### src/rtl/vlsc_pkg.sv
package vlsc_pkg;
  localparam int unsigned NUM_VREGS = 32;
  localparam int unsigned VREG_W    = $clog2(NUM_VREGS);
  localparam int unsigned PRED_W    = 4;
  localparam int unsigned XREG_W    = 5;
  localparam int unsigned MIN_REGS  = 2;
  localparam int unsigned MAX_REGS  = 4;
  localparam int unsigned CNT_W     = $clog2(MAX_REGS + 1);
  localparam int unsigned SUB_W     = $clog2(MAX_REGS);
  localparam int unsigned STEP_W    = $clog2(2 * MAX_REGS);
  localparam int unsigned TMP_BASE  = 0;

  typedef enum logic [1:0] {
    UOP_LDMEM = 2'd0,
    UOP_DEINT = 2'd1,
    UOP_INTLV = 2'd2,
    UOP_STMEM = 2'd3
  } uop_kind_e;

  typedef struct packed {
    logic              is_store;
    logic [VREG_W-1:0] vdst;
    logic [PRED_W-1:0] pred;
    logic [XREG_W-1:0] base;
    logic [XREG_W-1:0] offs;
    logic [CNT_W-1:0]  nregs;
  } macro_t;

  typedef struct packed {
    uop_kind_e         kind;
    logic              tmp;
    logic [VREG_W-1:0] reg_idx;
    logic [SUB_W-1:0]  sub;
    logic [CNT_W-1:0]  cnt;
    logic              first;
    logic              last;
    logic              dly;
    logic [PRED_W-1:0] pred;
    logic [XREG_W-1:0] base;
    logic [XREG_W-1:0] offs;
  } uop_t;
endpackage

### src/rtl/vlsc_intake.sv
module vlsc_intake
  import vlsc_pkg::*;
(
  input  logic   clk,
  input  logic   rst,
  input  logic   accept,
  input  macro_t desc_i,
  output logic   legal,
  output macro_t desc_q,
  output logic   err_q
);
  always_comb begin
    legal = (desc_i.nregs >= CNT_W'(MIN_REGS)) && (desc_i.nregs <= CNT_W'(MAX_REGS));
  end

  always_ff @(posedge clk) begin
    if (rst) begin
      desc_q <= '0;
      err_q  <= 1'b0;
    end else begin
      err_q <= accept && !legal;
      if (accept && legal) desc_q <= desc_i;
    end
  end
endmodule

### src/rtl/vlsc_stepper.sv
module vlsc_stepper
  import vlsc_pkg::*;
(
  input  logic              clk,
  input  logic              rst,
  input  logic              start,
  input  logic              adv,
  input  logic [STEP_W-1:0] last_step,
  output logic              busy,
  output logic [STEP_W-1:0] step,
  output logic              at_end
);
  assign at_end = (step == last_step);

  always_ff @(posedge clk) begin
    if (rst) begin
      busy <= 1'b0;
      step <= '0;
    end else if (start) begin
      busy <= 1'b1;
      step <= '0;
    end else if (adv) begin
      if (at_end) begin
        busy <= 1'b0;
        step <= '0;
      end else begin
        step <= step + STEP_W'(1);
      end
    end
  end
endmodule

### src/rtl/vlsc_tagger.sv
module vlsc_tagger
  import vlsc_pkg::*;
(
  input  macro_t            desc,
  input  logic [STEP_W-1:0] step,
  output uop_t              uop
);
  logic [STEP_W:0]   n_w, s_w, i_w, last_w;
  logic              phase1;
  logic [SUB_W-1:0]  idx;
  logic [VREG_W-1:0] arch_reg, tmp_reg;

  always_comb begin
    n_w    = (STEP_W+1)'(desc.nregs);
    s_w    = (STEP_W+1)'(step);
    phase1 = (s_w >= n_w);
    i_w    = phase1 ? (s_w - n_w) : s_w;
    idx    = SUB_W'(i_w);
    last_w = (n_w << 1) - (STEP_W+1)'(1);
    tmp_reg = VREG_W'(TMP_BASE) + VREG_W'(idx);
  end

  generate
    if ((1 << VREG_W) == NUM_VREGS) begin : g_wrap_pow2
      assign arch_reg = desc.vdst + VREG_W'(idx);
    end else begin : g_wrap_mod
      assign arch_reg = VREG_W'((32'(desc.vdst) + 32'(idx)) % NUM_VREGS);
    end
  endgenerate

  always_comb begin
    uop       = '0;
    uop.sub   = idx;
    uop.cnt   = desc.nregs;
    uop.first = (s_w == '0);
    uop.last  = (s_w == last_w);
    uop.dly   = (s_w != last_w);
    uop.pred  = desc.pred;
    uop.base  = desc.base;
    uop.offs  = desc.offs;
    case ({desc.is_store, phase1})
      2'b00:   begin uop.kind = UOP_LDMEM; uop.tmp = 1'b1; uop.reg_idx = tmp_reg;  end
      2'b01:   begin uop.kind = UOP_DEINT; uop.tmp = 1'b0; uop.reg_idx = arch_reg; end
      2'b10:   begin uop.kind = UOP_INTLV; uop.tmp = 1'b1; uop.reg_idx = tmp_reg;  end
      default: begin uop.kind = UOP_STMEM; uop.tmp = 1'b1; uop.reg_idx = tmp_reg;  end
    endcase
  end
endmodule

### src/rtl/vlsc_cracker.sv
module vlsc_cracker
  import vlsc_pkg::*;
(
  input  logic              clk,
  input  logic              rst,
  input  logic              in_valid,
  output logic              in_ready,
  input  logic              in_store,
  input  logic [VREG_W-1:0] in_vdst,
  input  logic [PRED_W-1:0] in_pred,
  input  logic [XREG_W-1:0] in_base,
  input  logic [XREG_W-1:0] in_offs,
  input  logic [CNT_W-1:0]  in_nregs,
  output logic              err,
  output logic              out_valid,
  input  logic              out_ready,
  output logic [1:0]        out_kind,
  output logic              out_tmp,
  output logic [VREG_W-1:0] out_reg,
  output logic [SUB_W-1:0]  out_sub,
  output logic [CNT_W-1:0]  out_cnt,
  output logic              out_first,
  output logic              out_last,
  output logic              out_dly,
  output logic [PRED_W-1:0] out_pred,
  output logic [XREG_W-1:0] out_base,
  output logic [XREG_W-1:0] out_offs
);
  macro_t            desc_in, desc_q, desc_sel;
  logic              legal, accept, start, adv, busy, at_end;
  logic [STEP_W-1:0] step, step_sel, last_step;
  logic [STEP_W:0]   total;
  uop_t              uop_next, uop_q;
  logic              valid_q;

  assign desc_in  = '{is_store: in_store, vdst: in_vdst, pred: in_pred,
                      base: in_base, offs: in_offs, nregs: in_nregs};
  assign in_ready = !busy;
  assign accept   = in_valid && in_ready;
  assign start    = accept && legal;
  assign adv      = valid_q && out_ready;

  assign total     = (STEP_W+1)'(desc_q.nregs) << 1;
  assign last_step = STEP_W'(total - (STEP_W+1)'(1));
  assign desc_sel  = start ? desc_in : desc_q;
  assign step_sel  = start ? '0 : (step + STEP_W'(1));

  vlsc_intake u_intake (
    .clk(clk), .rst(rst), .accept(accept), .desc_i(desc_in),
    .legal(legal), .desc_q(desc_q), .err_q(err)
  );

  vlsc_stepper u_stepper (
    .clk(clk), .rst(rst), .start(start), .adv(adv), .last_step(last_step),
    .busy(busy), .step(step), .at_end(at_end)
  );

  vlsc_tagger u_tagger (
    .desc(desc_sel), .step(step_sel), .uop(uop_next)
  );

  always_ff @(posedge clk) begin
    if (rst) begin
      valid_q <= 1'b0;
      uop_q   <= '0;
    end else if (start) begin
      valid_q <= 1'b1;
      uop_q   <= uop_next;
    end else if (adv) begin
      if (at_end) valid_q <= 1'b0;
      else        uop_q   <= uop_next;
    end
  end

  assign out_valid = valid_q;
  assign out_kind  = uop_q.kind;
  assign out_tmp   = uop_q.tmp;
  assign out_reg   = uop_q.reg_idx;
  assign out_sub   = uop_q.sub;
  assign out_cnt   = uop_q.cnt;
  assign out_first = uop_q.first;
  assign out_last  = uop_q.last;
  assign out_dly   = uop_q.dly;
  assign out_pred  = uop_q.pred;
  assign out_base  = uop_q.base;
  assign out_offs  = uop_q.offs;
endmodule

### config.mk
export PLATFORM = sky130hd
export DESIGN_NAME = vlsc_cracker
export DESIGN_NICKNAME = d
export VERILOG_FILES = /design/src/rtl/vlsc_pkg.sv /design/src/rtl/vlsc_intake.sv /design/src/rtl/vlsc_stepper.sv /design/src/rtl/vlsc_tagger.sv /design/src/rtl/vlsc_cracker.sv
export SDC_FILE = /design/constraint.sdc
export NUM_CORES = 1
export LEC_CHECK = 0
export ABC_AREA = 1
export BUFFER_PORTS_ARGS = -buffer_cell sky130_fd_sc_hd__buf_2
export CAP_MARGIN = 20
export CELL_PAD_IN_SITES_DETAIL_PLACEMENT = 1
export CELL_PAD_IN_SITES_GLOBAL_PLACEMENT = 2
export CORE_MARGIN = 4
export CORE_UTILIZATION = 30
export DETAILED_ROUTE_END_ITERATION = 8
export PLACE_DENSITY = 0.88
export SLEW_MARGIN = 20
export SYNTH_ARGS = -nofsm -noshare
export SYNTH_HDL_FRONTEND = slang
export SYNTH_HIERARCHICAL = 1
export SYNTH_SLANG_ARGS = --single-unit
### constraint.sdc
create_clock -name clk -period 3.55 [get_ports clk]
set_input_delay 0.1775 -clock clk [delete_from_list [all_inputs] [get_ports clk]]
set_output_delay 0.1775 -clock clk [all_outputs]
set_load 0.02 [all_outputs]
==> results.md, run 1 <==
Run status:
- The flow ran to the end, and the final reports show no timing, DRC or antenna violations.

Power:
- For this design the total switching power over the nets is 0.6305 mW.
- Registers are responsible for 36.7% of the overall power.
- Net switching is 31.01% of the power.
- The largest voltage drop on the vdd net is 0.1755 mV.
- The areal power density over the cells is 489.2 nW/µm².
- The leakage component of the power is 2.232 nW.
- The internal portion of the total power is 1.403 mW.
- Combinational cells account for 23.1% of the total power.
- The clock network burns 40.1% of the power.

Finish:
- The most common cell after layout, fill and taps aside is sky130_fd_sc_hd__nand2_1.
- The final cell count without fillers is 747.
- 0 antenna diodes ended up in the layout.
- The number of nets in the final layout is 636.
- After routing the design area is 4156 µm².
- u_intake/desc_q holds more flip-flops than any other register.
- The post-route netlist has 19.87% of its cells at a drive strength greater than 1.
- Compared with the post-synthesis result, the final layout area differs by 14.28%.
- In the layout the commonest cells are sky130_fd_sc_hd__nand2_1 (153), sky130_fd_sc_hd__nor2_1 (81), sky130_fd_sc_hd__inv_1 (79).
- The register with the most flip-flops in the layout has 23 of them.

Logic synthesis:
- In this run the cell area of the synthesized design comes to 3637 µm².
- The flop and latch count out of synthesis is 59.
- Of the synthesized area, sequential elements account for 32.47%.
- After synthesis, the mean cell area works out to 6.426 µm².
- The gate count after technology mapping is 566.
- The number of library cell types mapped by synthesis is 31.
- Yosys printed 6 warnings.

GRT:
- Global routing used 15.14% of the available tracks across all layers.
- The number of global-route vias before repair is 3,587.
- The first global-routing pass estimated 17,390 µm of wire.
- The met3 layer usage reported by global route is 3.075%.
- The met2 track demand over resource is 24.40%.
- The aggregate global routing overflow is 0.
- The initial antenna violation count was 0.
- In the global route stage, met1 resource usage came out at 19.73%.
- The pin count of the biggest net entering global routing is 61.
- The layer flagged by global routing as most heavily used is met2.

Run:
- The tool flagged a number of max-cap violations equal to 0.

Clock tree:
- CTS placed an instance of sky130_fd_sc_hd__clkbuf_16 at the clock tree root.
- The number of sinks driven by the clock tree is 59.
- The longest clock path from root to sink contains 2 buffers.
- The post-CTS setup repair buffer count is 0.
- The clock latency at the later pin of the worst-skew pair is 0.33 ns.
- TritonCTS built the clock tree.
- The H-tree was split into 3 levels.
- The CTS buffer count is 9.
- The CTS clock-pin slew for the worst setup and hold paths is 0.05 ns.

Setup path:
- The reg-to-reg startpoint is u_stepper/busy.
- For flop-to-flop paths, the worst setup slack is 0.31 ns.
- The kind of capture point of the worst setup path is a flop.
- The largest fanout of any net on the critical path is 8.
- The critical path required time is 3.81 ns.
- The start point of the critical path is u_stepper/busy.
- STA puts the critical path data arrival time at 3.50 ns.
- The reg-to-reg critical path endpoint is out_reg[1].
- STA classifies the critical path startpoint as a flop.
- Counting cells, the worst reg-to-reg path comes to 23.
- The class of the most critical setup path is reg -> reg.
- The critical path ends at out_reg[1].

Place:
- The cell count after placement is 731.
- The HPWL after detailed placement is 7242 µm.
- Summing all placed instances gives a cell area of 3854 µm².
- At the end of routability-driven placement, the weighted congestion stood at 0.8447.
- The number of buffers inserted by port buffering is 59.

Route:
- The first-pass iteration count of the detailed router is 5.
- The number of design-rule violations left by the first detailed-router iteration is 118.
- For this run, design rule violations remaining after detail routing come to 0.
- The routed design has 10,140 µm of wire.
- Dividing the detail-routed via count by the number of cells gives 4.605.
- In the final routed layout, each cell accounts on average for 13.58 µm.
- The remaining antenna violation count after routing is 0.
- The total number of vias is 3,440.

Timing:
- The worst hold margin is 0.1188 ns.
- The final hold violation count is 0.
- The final setup violation count is 0.
- Of the available clock period, the critical path in the final layout requires 91.25%.
- Setup repair after global routing left no endpoint under its margin.
- For this run, the top clock speed supported by timing is 0.3087 GHz.
- The number of slew-limit violations in the final report is 0.
- The actual slew at the worst max-slew pin is 0.7521 ns.
- The relative slew slack is 49.80%.
- The clock tree skew after final layout is 0.007565 ns.
- In the final timing run, aggregate negative setup slack is 0 ns.
- The worst path in the final design needs a cycle of 3.240 ns, including I/O delays and setup.

Floorplanning:
- The width of the die is 118.1 µm.
- During I/O placement, the number of pins put on the boundary was 60.
- The die is 118.1 µm tall.
- The core region is 11,660 µm².
- For this configuration, the core starts out at a cell density of 31.19%.
- The placement row count is 39.
- The overall die area is 13,950 µm².

Hold path:
- The class of the tightest hold or removal check is in -> reg.
routing by layer:
| layer | wire, µm | vias to the layer above |
|---|---|---|
| met1 | 5022 | 1607 |
| met5 | 0 | - |
| li1 | - | 1764 |
| met4 | 168 | 0 |
| met2 | 4607 | 53 |
| met3 | 346 | 16 |
cells by family after synthesis:
family / synth area share, %
and+or+nand+nor: 38.05
buffers and inverters: 17.92
DFF: 32.47
AOI/OAI and AO/OA: 6.192
adders and majority gates: 3.303
xor gates and xnor gates: 1.686
other: 0.1031
muxes: 0.2752
cell usage after synthesis (all sizes together):
cell type / instances / area (µm²)
a21oi: 36 / 202.7
and3: 1 / 7.510
buf: 42 / 314.1
clkbuf: 4 / 15.01
conb: 1 / 3.750
dfxtp: 59 / 1181
fa: 1 / 20.02
ha: 8 / 100.1
inv: 86 / 322.8
mux2i: 1 / 10.01
nand2: 161 / 634.4
nand3: 64 / 375.4
nand4: 1 / 12.51
nor2: 84 / 320.3
nor3: 3 / 15.01
o21ai: 3 / 15.01
o31ai: 1 / 7.510
or2: 3 / 18.77
xnor2: 6 / 52.55
xor2: 1 / 8.760
cell type report:
class                           instances  area, µm²
Inverter                               86      322.8
Sequential cell                        59       1181
Clock inverter                          2      10.01
Multi-Input combinational cell        376       1823
Timing Repair Buffer                   68      370.4
Fill cell                            1535       7506
Tap cell                              143      178.9
Clock buffer                           13      270.3
power groups by stage:
stage               sequential [mW]  clock [mW]  combinational (mW)
floorplan                     0.798           0               0.328
global placement              0.758           0               0.456
detailed placement            0.762           0               0.470
CTS                           0.748       0.837               0.474
global route                  0.754       0.869               0.535
finish                        0.747       0.816               0.470
what timing repair did:
item	in CTS	in global routing
hold buffers	0	0
endpoints found under the setup margin	0	1
resized for setup	0	1
stage by stage:
step / setup slack [ns] / util (%) / power [mW]
floorplan: 0.3876 / - / 1.126
global placement: 0.3927 / 33.04 / 1.215
detailed placement: 0.2021 / 33.04 / 1.232
CTS: 0.2696 / 35.45 / 2.059
global route: 0.04204 / 35.64 / 2.158
finish: 0.3105 / 35.64 / 2.033
worst min-delay path by stage:
stage / depth (start not counted) / startpoint / endpoint
finish: 2 / rst / u_stepper/busy
detailed placement: 2 / rst / u_stepper/busy
floorplan: 1 / rst / u_stepper/busy
global placement: 2 / rst / u_stepper/busy
CTS: 2 / rst / u_stepper/busy
global route: 2 / rst / u_stepper/busy
critical path: stages (launching register included):
cell	delay [ns]
sky130_fd_sc_hd__dfxtp_1	0.37
sky130_fd_sc_hd__inv_2	0.07
sky130_fd_sc_hd__nand3_4	0.10
sky130_fd_sc_hd__inv_2	0.09
sky130_fd_sc_hd__or2_2	0.27
sky130_fd_sc_hd__inv_1	0.09
sky130_fd_sc_hd__inv_1	0.07
sky130_fd_sc_hd__ha_1	0.31
sky130_fd_sc_hd__inv_1	0.08
sky130_fd_sc_hd__nand2_1	0.06
sky130_fd_sc_hd__nand2_2	0.12
sky130_fd_sc_hd__nand2_4	0.10
sky130_fd_sc_hd__nand2_1	0.08
sky130_fd_sc_hd__nand2_1	0.06
sky130_fd_sc_hd__inv_1	0.08
sky130_fd_sc_hd__ha_1	0.17
sky130_fd_sc_hd__inv_1	0.06
sky130_fd_sc_hd__fa_1	0.41
sky130_fd_sc_hd__or2_2	0.28
sky130_fd_sc_hd__nand2_1	0.07
sky130_fd_sc_hd__nand2_1	0.04
sky130_fd_sc_hd__nand2_1	0.06
sky130_fd_sc_hd__a21oi_1	0.04
sky130_fd_sc_hd__nor2_1	0.11
(Power assumes the default switching activity.)
==> inputs of run 2 (changes only) <==
- PLACE_DENSITY: 0.88 -> 0.87
- SYNTH_HIERARCHICAL: 1 -> default
==> results.md, run 2 <==
Run status:
- The flow ran to the end, and the final reports show no timing, DRC or antenna violations.

Floorplanning:
- Pin placement for this block handled 60 I/O pins.
- The core area is 8258 µm².
- The floorplan has 33 rows.
- For this configuration, the core starts out at a cell density of 31.12%.
- The floorplan step set the die width to 100.6 µm.
- The floorplan step defined a die boundary enclosing 10,110 µm².
- The die height is 100.6 µm.

Clock tree:
- No sink is reached through more buffers than the 2 on the longest clock path.
- The clock root buffer is sky130_fd_sc_hd__clkbuf_8.
- The CTS tree is built.
- The total of hold buffers inserted after clock tree synthesis is 0.
- The CTS buffer count is 9.
- In this run the number of H-tree levels came out at 3.
- The clock net in this run drives a total of 58 sinks.
- After clock tree synthesis, the clock-pin slew on the worst setup and hold paths is 0.07 ns.
- Post-CTS repair changed the size of 0 cells.
- The clock latency at the later pin of the worst-skew pair is 0.34 ns.
- Buffers added to address setup during post-CTS repair amount to 0.

Logic synthesis:
- The average cell area after synthesis is 7.908 µm².
- The area of the mapped netlist is 2570 µm².
- Ranked by instance count, the synthesized netlist is headed by sky130_fd_sc_hd__dfxtp_1 (58), sky130_fd_sc_hd__nand2_1 (49), sky130_fd_sc_hd__nor2_1 (35).
- The synthesized design spends more area on one cell type than any other, namely sky130_fd_sc_hd__dfxtp_1.
- Sequential elements use 45.18% of the synthesized area.
- Counting flops and latches in the post-synthesis netlist gives 58.
- The synthesized netlist contains 34 unique library cells.
- The fraction of registers with async set/reset is 0%.
- The total number of yosys warnings is 0.
- The dominant synthesized flop cell is sky130_fd_sc_hd__dfxtp_1.
- The total nets after synthesis is 358.
- The gate count after technology mapping is 325.
- The fraction of post-synthesis cell area in the top cell type by area is 45.18%.
- The number of synthesized flops with an enable pin is 0.
- The leading cell type by number of instances after synthesis is sky130_fd_sc_hd__dfxtp_1.
- By area the synthesized netlist is led by sky130_fd_sc_hd__dfxtp_1 (45%), sky130_fd_sc_hd__nand2_1 (7.2%), sky130_fd_sc_hd__mux2i_1 (5.5%).

Setup path:
- The worst register-to-register path has a setup slack of 0.33 ns.
- The kind of capture point of the worst setup path is a flop.
- Data arrives at the worst endpoint at 3.43 ns.
- The critical path required time is 3.76 ns.
- The class of the most critical setup path is reg -> reg.
- The worst setup path is launched from a flop.
- Along the worst path, the maximum fanout reaches 9.
- The reg-to-reg critical path endpoint is out_reg[4].
- Counting cells, the worst reg-to-reg path comes to 24.
- The worst register-to-register path begins at u_stepper.busy.

Timing:
- The shortest clock period the worst path allows after layout is 3.221 ns.
- The number of slew-limit violations in the final report was 0.
- For the pin with the worst max-slew slack, the measured transition is 0.8732 ns.
- Setup repair after global routing left no endpoint under its margin.
- For the final routed database, the setup TNS stands at 0 ns.
- The relative slew slack is 41.72%.
- The worst hold margin is 0.08661 ns.
- The final setup violation count is 0.
- The ratio of final minimum period to clock period is 90.72%.
- The final hold violation count is 0.
- The clock tree skew after final layout is 0.005306 ns.
- The maximum operating frequency is 0.3105 GHz.

Finish:
- Summing all flip-flop and latch instances after layout gives 1162 µm².
- The register name with the most flops is u_intake.desc_q.
- In the final layout, the share of cells above drive strength 1 is 27.51%.
- The register with the most flip-flops in the layout has 23 of them.
- Compared with the post-synthesis result, the final layout area differs by 21.76%.
- The most common cell after layout, fill and taps aside is sky130_fd_sc_hd__buf_2.
- The top cell types in the final layout, fill and taps aside, are sky130_fd_sc_hd__buf_2 (59), sky130_fd_sc_hd__dfxtp_1 (57), sky130_fd_sc_hd__nand2_1 (49).
- The layout filler cell count is 1,052.
- The number of antenna diodes in the final layout is 0.
- The area taken by multi-input logic gates is 1196 µm².
- At the end of the flow, the number of nets in the layout was 417.

Run:
- The tool flagged a number of max-cap violations equal to 0.

GRT:
- The initial antenna violation count is 0.
- Summed over all layers, the global routing overflow is 0.
- The number of global-route vias before repair is 2,422.
- Global routing used 14.37% of the available tracks across all layers.
- Entering global routing, the biggest net connects 52 pins.
- The first global-routing pass estimated 11,410 µm of wire.

Route:
- The number of design-rule violations left by the first detailed-router iteration is 58.
- Dividing the detail-routed via count by the number of cells gives 4.702.
- The total number of vias is 2,323.
- In the final routed layout, each cell accounts on average for 13.96 µm.
- The remaining antenna violation count after routing is 0.
- The number of remaining DRC errors is 0.
- The total wirelength of the detailed-routed design is 6895 µm.
- The pre-antenna-repair detailed-routing pass consisted of 4 iterations.

Hold path:
- The worst hold path was traced through 3 stages.
- For hold timing, the worst endpoint is u_intake.desc_q[16].
- In this run the worst hold path is classified as in -> reg.
- In this run the most critical hold path is launched from in_pred[3].

Power:
- The leakage component of the power is 1.576 nW.
- Across the VDD grid, the largest voltage drop is 0.2382 mV.
- The areal power density over the cells is 520.5 nW/µm².

Place:
- The number of buffers inserted by port buffering is 59.
- The HPWL after detailed placement is 4985 µm.
- The congestion estimate from routability-driven global placement came to 0.8510.
## run 2: cell types whose count changed in the layout (fill, tap and decap cells not counted), sizes merged, moves of 6 or more
cell / delta
nand2: -103
inv: -47
nor2: -47
nand3: -46
o21ai: +30
mux2i: +13
a21oi: -8
buf: -6
## run 2: area by class of cell
| type | instances | share of cell area, % |
|---|---|---|
| inverter | 38 | 4.558 |
| tap | 105 | 4.198 |
| timing repair buffer | 62 | 10.16 |
| clock buffer | 10 | 4.398 |
| sequential | 58 | 37.15 |
| clock inverter | 6 | 1.319 |
| multi-input combinational | 215 | 38.22 |
## run 2: worst max path at each step
stage / start / slack (ns) / end / cells past startpoint
detailed placement: u_stepper.busy / 0.21 / out_reg[4] / 24
global route: u_stepper.busy / 0.008 / out_reg[4] / 24
floorplan: u_stepper.busy / 0.32 / out_reg[4] / 24
CTS: u_stepper.busy / 0.22 / out_reg[4] / 24
global placement: u_stepper.busy / 0.38 / out_reg[4] / 24
finish: u_stepper.busy / 0.33 / out_reg[4] / 24
## run 2: metrics by stage
step                utilization [%]  instances  power, mW  instance area [µm²]  worst slack, ns
floorplan                         -        325     0.9826                 2570           0.3237
global placement              35.71        478      1.078                 2949           0.3783
detailed placement            35.71        478      1.091                 2949           0.2110
CTS                           37.88        494      1.662                 3128           0.2152
global route                  37.89        494      1.738                 3129         0.007869
finish                        37.89        494      1.629                 3129           0.3294
## run 2: power by group
group | leakage (nW) | internal (mW) | total, mW | switching, mW
clock network | 0.0847 | 0.271 | 0.556 | 0.285
logic | 1.02 | 0.120 | 0.348 | 0.228
registers | 0.476 | 0.702 | 0.724 | 0.0223
## run 2: cells by family after synthesis
family / after synthesis / synth area share (%)
XOR/XNOR: 5 / 1.704
adder cells (fa/ha/maj): 6 / 3.213
AND/OR/NAND/NOR: 124 / 22.30
buffers and inverters: 52 / 8.277
flip-flops: 58 / 45.18
multiplexers: 14 / 5.453
AO/OA/AOI/OAI: 66 / 13.88
## run 2: per-layer routing
| metal | track usage [%] | part of all wire, % |
|---|---|---|
| met1 | 16.75 | 45 |
| met3 | 6.159 | 7.0 |
| met4 | 4.560 | 1.1 |
| met5 | 0 | 0 |
| met2 | 23.80 | 47 |
## run 2: worst max-delay path, cell delays in order, from the launching register on
cell and delay, ns:
sky130_fd_sc_hd__dfxtp_2 0.35, sky130_fd_sc_hd__inv_2 0.04, sky130_fd_sc_hd__nand2_2 0.07, sky130_fd_sc_hd__inv_2 0.06, sky130_fd_sc_hd__nand3_4 0.12, sky130_fd_sc_hd__inv_2 0.07
sky130_fd_sc_hd__or2_1 0.22, sky130_fd_sc_hd__o21ai_2 0.10, sky130_fd_sc_hd__inv_2 0.06, sky130_fd_sc_hd__ha_1 0.28, sky130_fd_sc_hd__inv_1 0.06, sky130_fd_sc_hd__a21boi_1 0.15
sky130_fd_sc_hd__nand3_2 0.13, sky130_fd_sc_hd__nand2_4 0.13, sky130_fd_sc_hd__nand2_1 0.08, sky130_fd_sc_hd__nand2_1 0.08, sky130_fd_sc_hd__ha_1 0.17, sky130_fd_sc_hd__inv_1 0.06
sky130_fd_sc_hd__fa_1 0.40, sky130_fd_sc_hd__nor2_2 0.15, sky130_fd_sc_hd__nand3_1 0.07, sky130_fd_sc_hd__nand2_1 0.07, sky130_fd_sc_hd__nor2_1 0.03, sky130_fd_sc_hd__nor2_1 0.09
sky130_fd_sc_hd__nor2_1 0.04
